<file path="src/rtl/wdt_window.sv">
module wdt_window #(
  parameter int TICK_DIV   = 4,
  parameter int MIN_TICKS  = 2,
  parameter int PULSE_CLKS = 8
) (
  input  logic       clk,
  input  logic       rst_n,
  input  logic       hard_clr,
  input  logic       wd_en_set,
  input  logic       wd_ack,
  input  logic [3:0] wd_period,
  output logic       wd_armed,
  output logic       por_wd_n
);
  localparam int PW = (TICK_DIV > 1) ? $clog2(TICK_DIV) : 1;
  localparam int CW = $clog2(PULSE_CLKS + 1);

  logic [PW-1:0] pre;
  logic [3:0]    tcnt;
  logic [CW-1:0] pcnt;
  logic          armed;
  logic          pulsing;

  wire tick   = armed && (pre == PW'(TICK_DIV - 1));
  wire ack_ok = armed && wd_ack && (int'(tcnt) >= MIN_TICKS);
  wire expire = tick && (tcnt == wd_period) && !ack_ok;

  always_ff @(posedge clk or negedge rst_n) begin
    if (!rst_n) begin
      armed <= 1'b0; pulsing <= 1'b0;
      pre <= '0; tcnt <= '0; pcnt <= '0;
    end else if (hard_clr) begin
      armed <= 1'b0; pulsing <= 1'b0;
      pre <= '0; tcnt <= '0; pcnt <= '0;
    end else begin
      if (!armed && !pulsing && wd_en_set) begin
        armed <= 1'b1;
        pre   <= '0;
        tcnt  <= '0;
      end else if (ack_ok) begin
        pre  <= '0;
        tcnt <= '0;
      end else if (expire) begin
        armed   <= 1'b0;
        pulsing <= 1'b1;
        pcnt    <= CW'(PULSE_CLKS - 1);
        pre     <= '0;
        tcnt    <= '0;
      end else if (armed) begin
        pre <= tick ? '0 : pre + 1'b1;
        if (tick) tcnt <= tcnt + 1'b1;
      end
      if (pulsing) begin
        if (pcnt == '0) pulsing <= 1'b0;
        else            pcnt    <= pcnt - 1'b1;
      end
    end
  end

  assign wd_armed = armed;
  assign por_wd_n = !pulsing;
endmodule


</file>
<file path="config.mk">
export PLATFORM = sky130hd
export DESIGN_NAME = wdt_window
export DESIGN_NICKNAME = d
export VERILOG_FILES = /design/src/rtl/wdt_window.sv
export SDC_FILE = /design/constraint.sdc
export NUM_CORES = 1
export LEC_CHECK = 0
export BUFFER_PORTS_ARGS = -buffer_cell sky130_fd_sc_hd__buf_2
export CORE_AREA = 5 5 42 44
export DETAILED_ROUTE_END_ITERATION = 10
export DIE_AREA = 0 0 47 49
export MAX_ROUTING_LAYER = met4
export PLACE_DENSITY = 0.85
export SYNTH_ARGS = -nofsm -noshare
export SYNTH_HDL_FRONTEND = slang
export SYNTH_SLANG_ARGS = --single-unit
</file>
<file path="constraint.sdc">
create_clock -name clk -period 3.6 [get_ports clk]
set_clock_uncertainty 0.05 [all_clocks]
set_input_delay 0.54 -clock clk [delete_from_list [all_inputs] [get_ports clk]]
set_output_delay 0.54 -clock clk [all_outputs]
set_load 0.05 [all_outputs]
</file>
; ---- After elaboration in Yosys (flattened, before gate mapping)
; Cells that the tools add are included.
[totals]
register_bits = 12
in_bits = 9
word_cells = 56
[classes]
n_addsub = 3
magnitude_cmp = 1
n_eq_ne = 3
muxes = 28
reduce_logical = 16
[op_table]
columns = op, n
row1 = 4-bit two-way mux, 12
row2 = 2-bit two-way mux, 6
row3 = 1-bit two-way mux, 10
row4 = 5-bit nonzero test, 2
row5 = 1-bit logical AND, 7
row6 = "4-bit by 1-bit adder with 4-bit output, second input constant", 1
row7 = 4-bit equality test, 1
row8 = "4-bit by 2-bit >= comparator with 1-bit output, second input constant", 1
row9 = 4-bit logical NOT, 1
row10 = 2-bit AND reduction, 2
row11 = "4-bit by 1-bit subtractor with 4-bit output, second input constant", 1
row12 = 1-bit logical NOT, 3
row13 = "3-bit by 2-bit != test with 1-bit output, second input constant", 1
row14 = 3-bit nonzero test, 1
row15 = "2-bit by 1-bit adder with 2-bit output, second input constant", 1
row16 = "2-bit equality test, second input constant", 1

; ---- Logic depth before layout (Yosys ltp)
[depth]
ltp_word = 10
mapped_depth = 6
mapped_depth_nobuf = 6

; ---- Least setup slack after synthesis
; Ideal clock, no wire load.
[synth_timing]
kind = register to register
from = register armed (netlist: wd_armed)
to = register pcnt[3]
setup_time_ns = 0.143
arrival_time_ns = 1.552
required_ns = 3.407
path_slack_ns = 1.855
stages_incl_launch_ff = 6
n_path_buf = 1
synth_period_minus_slack_ns = 1.745
path_cell_list = dfrtp_1 and2_1 clkbuf_1 nand2_1 nor3b_4 o32ai_1
[synth_via]
elab_chain_cells = 10
elab_cells_between_ends = 15
cone_classes = 6 x mux / 9 x reduce/logical
[synth_rtl]
columns = item, line_no
row1 = "start, declared", 21  ; logic armed;
row2 = "start signal, assigned", 30  ; armed <= 1'b0; pulsing <= 1'b0;
row3 = "start signal, assigned", 33  ; armed <= 1'b0; pulsing <= 1'b0;
row4 = "start signal, assigned", 37  ; armed <= 1'b1;
row5 = 1-bit logical AND (2 in a row), 25  ; wire ack_ok = armed && wd_ack && (int'(tcnt) >= MIN_TICKS);
row6 = 1-bit logical NOT, 26  ; wire expire = tick && (tcnt == wd_period) && !ack_ok;
row7 = 1-bit logical AND, 26
row8 = 4-bit two-way mux, 43  ; end else if (expire) begin
row9 = 4-bit two-way mux, 40  ; end else if (ack_ok) begin
row10 = 4-bit two-way mux *, 36  ; if (!armed && !pulsing && wd_en_set) begin
row11 = 4-bit two-way mux, 54  ; if (pcnt == '0) pulsing <= 1'b0;
row12 = 4-bit two-way mux *, 53  ; if (pulsing) begin
row13 = 4-bit two-way mux *, 32  ; end else if (hard_clr) begin
row14 = "end signal, assigned", 46  ; pcnt <= CW'(PULSE_CLKS - 1);
row15 = "end signal, assigned", 55  ; else pcnt <= pcnt - 1'b1;
row16 = "end, declared", 20  ; logic [CW-1:0] pcnt;
; Every way passes the cells marked *; elsewhere a longest branch is shown, timed or not.
; A chain may end at the register's enable or synchronous reset.

; ---- Worst setup path in the final report
[layout_timing]
from = register tcnt[0]
to = register pcnt[3]
[layout_via]
elab_chain_cells = 10
elab_cells_between_ends = 12
cone_classes = 1 x order compare / 1 x eq/ne / 6 x mux / 4 x reduce/logical
[layout_rtl]
columns = item, line_no
row1 = "start, declared", 19  ; logic [3:0] tcnt;
row2 = "start signal, assigned", 51  ; if (tick) tcnt <= tcnt + 1'b1;
row3 = 4-bit by 2-bit >= comparator with 1-bit output, 25
row4 = 1-bit logical AND, 25
row5 = 1-bit logical NOT, 26
row6 = 1-bit logical AND, 26
row7 = 4-bit two-way mux, 43
row8 = 4-bit two-way mux *, 40
row9 = 4-bit two-way mux *, 36
row10 = 4-bit two-way mux, 54
row11 = 4-bit two-way mux *, 53
row12 = 4-bit two-way mux *, 32
; Marked as above.

==> results summary <==
The path type of the worst setup path is register to register. The xor/xnor cell area share of the yosys netlist came out at 0.08719. The worst path arrival time came out at ~1.9 ns. The maximum root-to-sink buffer count came out at 2. The number of antenna diodes in the final layout is 0. For this block, the initial DRC count from the detailed router was 14. The depth of the most critical reg-to-reg path came out at 6. The number of hold buffers added after CTS was 0.

The upper clock frequency limit is 548.1 MHz. The required arrival time at the worst endpoint came out at approximately 3.7 ns. The maximum number of pins on one net before global-route repair is 13. The initial cell density of the core came out at 0.5018. The proportion of synthesized flip-flops having asynchronous set or reset is 1.000. In the synthesized netlist the dominant register cell turns out to be sky130_fd_sc_hd__dfrtp_1. Setup slack closes at 1.776 ns. The synthesized design contains 0 enable-type register cells.

In the synthesized netlist, the cells that appear most often are sky130_fd_sc_hd__dfrtp_1 (12), sky130_fd_sc_hd__nor2_1 (9). The total wire length came out at 1338 um. The maximum level of the CTS H-tree is 1. Along the worst path, the maximum fanout reaches 6. The worst register-to-register path ends at pcnt[3]. The fraction of synthesized area in multiplexers is 0.01423. In the final routed layout, each cell accounts on average for 13.52 um.

The remaining number of nets flagged by the antenna check after routing came out at 0. The max-slew violation count came to 0. Following the worst setup path forward leads to its endpoint at pcnt[3]. The aggregate negative setup slack came out at 0 ns. The most critical setup path has its startpoint at tcnt[0].

The number of detailed-route iterations in the first pass is 4. Using the TritonRoute via totals, the vias-per-cell ratio works out to between 5 and 6. The critical path goes through inv_1 -> ha_1 -> or4_4 -> nand3_2 -> nor3b_4 -> o32ai_1. The vertical die dimension came out at around 50 um.

After synthesis, the largest family of logic cells by area is simple AND/OR/NAND/NOR gates. On the worst path, the slowest cell contributes a delay of roughly 0.44 ns. The initial antenna violation count came out at 0. The horizontal die dimension is between 40 and 50 um. For this run, the register share of the synthesized area comes to 0.4270.

In this design, the largest share of critical-path delay is due to simple AND/OR/NAND/NOR gates. The number of gates on the worst path with buffers counted is 6. The DRC violation count after routing is 0. The synthesis warning total is 0. The tree is rooted in a sky130_fd_sc_hd__clkbuf_4. Clock latency on the worst-skew pair, taken at its later pin, is ~0.27 ns. The leakage power summed over all cells came out at ~0.35 nW.

The global-route wire length before repair came out at approximately 2100 um. The number of port buffers is 10. The area of the placeable core is 0.001401 sq mm.

Of the post-synthesis cell area, the dominant cell type holds 0.4270. The power after layout came out at approximately 0.25 mW. Setup violations remaining at the end of the flow were counted as 0. In this run the critical register-to-register path is launched from tcnt[0].

The most numerous cell in the Yosys netlist is sky130_fd_sc_hd__dfrtp_1. The number of sinks on the clock net came out at 12. The post-CTS clock slew at the launch and capture registers of the worst setup and hold paths is around 0.07 ns. The average footprint of a synthesized cell is about 9.8 sq um. The total track usage came out at 0.1286. The number of gates given a new drive strength after cts came out at 0. For this run, the share of the core covered by cells in the final layout is 0.5625. The number of nets at the end of the flow is 98. The share of layout cells above drive strength 1 came out at 0.2169. The cell taking the most area after synthesis is sky130_fd_sc_hd__dfrtp_1. The final clock period utilization by the worst path came out at 0.5068.

The CTS tree is done. Across all layers, the routed design uses ~550 vias. The simple-gate area share of the yosys netlist is 0.2100.

The post-synthesis instance area came out at roughly 700 sq um. The slowest stage cell on the critical path is sky130_fd_sc_hd__dfrtp_1. The die footprint came out at roughly 0.0023 sq mm.

The flip-flop and latch count after synthesis is 12. The run finished with clean final reports. Buffers added to address setup during post-CTS repair amount to 0. The headroom to the max-slew limit came out at 0.7627. The min-delay analysis places its worst path in the category input port to async pin. The via count of the first global-routing pass came out at between 500 and 600. The total clock buffers created by CTS came out at 3.

The worst setup path is captured at a register. From synthesis to final layout, the design area changed by 12.10%. The final global-route overflow total came out at 0. The power per unit of standard cell area is roughly 310 mW/mm^2. 11 I/O pins were placed. The compound-gate portion of the synthesized area came out at 0.1530.

The worst slack at placement is 1.775 ns. The synthesized netlist net count is 85. The slew of the pin with the lowest slew margin is roughly 0.36 ns.

The floorplan has 14 rows. The number of endpoints with negative hold slack in the final report is 0. The cell count after synthesis came out at 72. The fraction of the mapped netlist area in adder cells came out at 0.07117. Setup repair after global routing left no endpoint under its margin. The number of buffers and inverters on the critical path is 1. In this run, distinct cell masters in the synthesized netlist total 29. Ranked by total cell area, the synthesized netlist is headed by sky130_fd_sc_hd__dfrtp_1 (43%), sky130_fd_sc_hd__ha_1 (7.1%), sky130_fd_sc_hd__xnor2_1 (6.2%).

The clock period minus worst slack came out at roughly 1.8 ns. The setup check on the worst reg-to-reg path leaves a slack of between 1.5 and 2 ns. The half-perimeter wire length after detailed placement is just over 1000 um. Across the run, the number of max-cap violations was 0. The last weighted congestion value of the routability-driven placer came out at slightly below 0.9. The total of fill cells in the finished design is roughly 120.

The maximum VDD drop came out at roughly 0.19 mV. The launching element type of the critical path is a register.
[report_power, final]
part | internal, mW | leakage (nW) | total, mW | switching [mW]
clock network | 0.0387 | 0.0138 | 0.0824 | 0.0438
logic | 0.00981 | 0.173 | 0.0248 | 0.0150
registers | 0.137 | 0.165 | 0.139 | 0.00218
total | 0.185 | 0.352 | 0.246 | 0.0609
[layer usage]
layer,share of wire,GRT usage
met5,0,-
met4,0.0075,0.05530
met3,0.028,0.03321
met2,0.54,0.2104
met1,0.43,0.1412
[kinds of logic after synthesis]
kind of cell,after synthesis
AO/OA/AOI/OAI,15
XOR/XNOR,7
adder cells (fa/ha/maj),4
buffers and inverters,7
flip-flops,12
multiplexers,1
AND/OR/NAND/NOR,26
[state kept, by name, indices dropped and copies added, names as in the netlist]
register and cells:
pre 2, pulsing 1, tcnt 4, wd_armed 1, pcnt 4
[area by class of cell]
| class | count | area [sq um] | share of cell area |
|---|---|---|---|
| Multi-Input combinational cell | 53 | 376.6 | 0.4778 |
| Clock buffer | 3 | 22.52 | 0.02857 |
| Sequential cell | 12 | 300.3 | 0.3810 |
| Inverter | 5 | 18.77 | 0.02381 |
| Timing Repair Buffer | 10 | 50.05 | 0.06349 |
| Tap cell | 16 | 20.02 | 0.02540 |
[per-stage QoR]
stage / std cells / cell area, sq um / hold slack (ns)
2_1_floorplan: 72 / 703.2 / 0.1944
3_3_place_gp: 96 / 765.7 / 0.3774
3_5_place_dp: 96 / 765.7 / 0.3806
4_1_cts: 99 / 788.3 / 0.08741
5_1_grt: 99 / 788.3 / 0.08879
6_report: 99 / 788.3 / 0.08277
[layout by cell type (no fill, tap or decap), drive strengths merged, types with 2 or more instances in the layout]
cell,instances
a21oi,5
buf,10
nand2,3
a211oi,2
nor2,9
inv,5
xor2,2
nand3,2
o31a,2
ha,4
dfrtp,12
nor3,5
xnor2,5
nor3b,2
clkbuf,3
[worst min path at each step]
stage | endpoint | startpoint | depth (start not counted)
global route | wd_armed | rst_n | 1
floorplan | pcnt[0] | rst_n | 0
global placement | pcnt[3] | rst_n | 1
CTS | wd_armed | rst_n | 1
finish | wd_armed | rst_n | 1
detailed placement | pcnt[3] | rst_n | 1
Note: power is estimated with default switching activity, not from simulation.
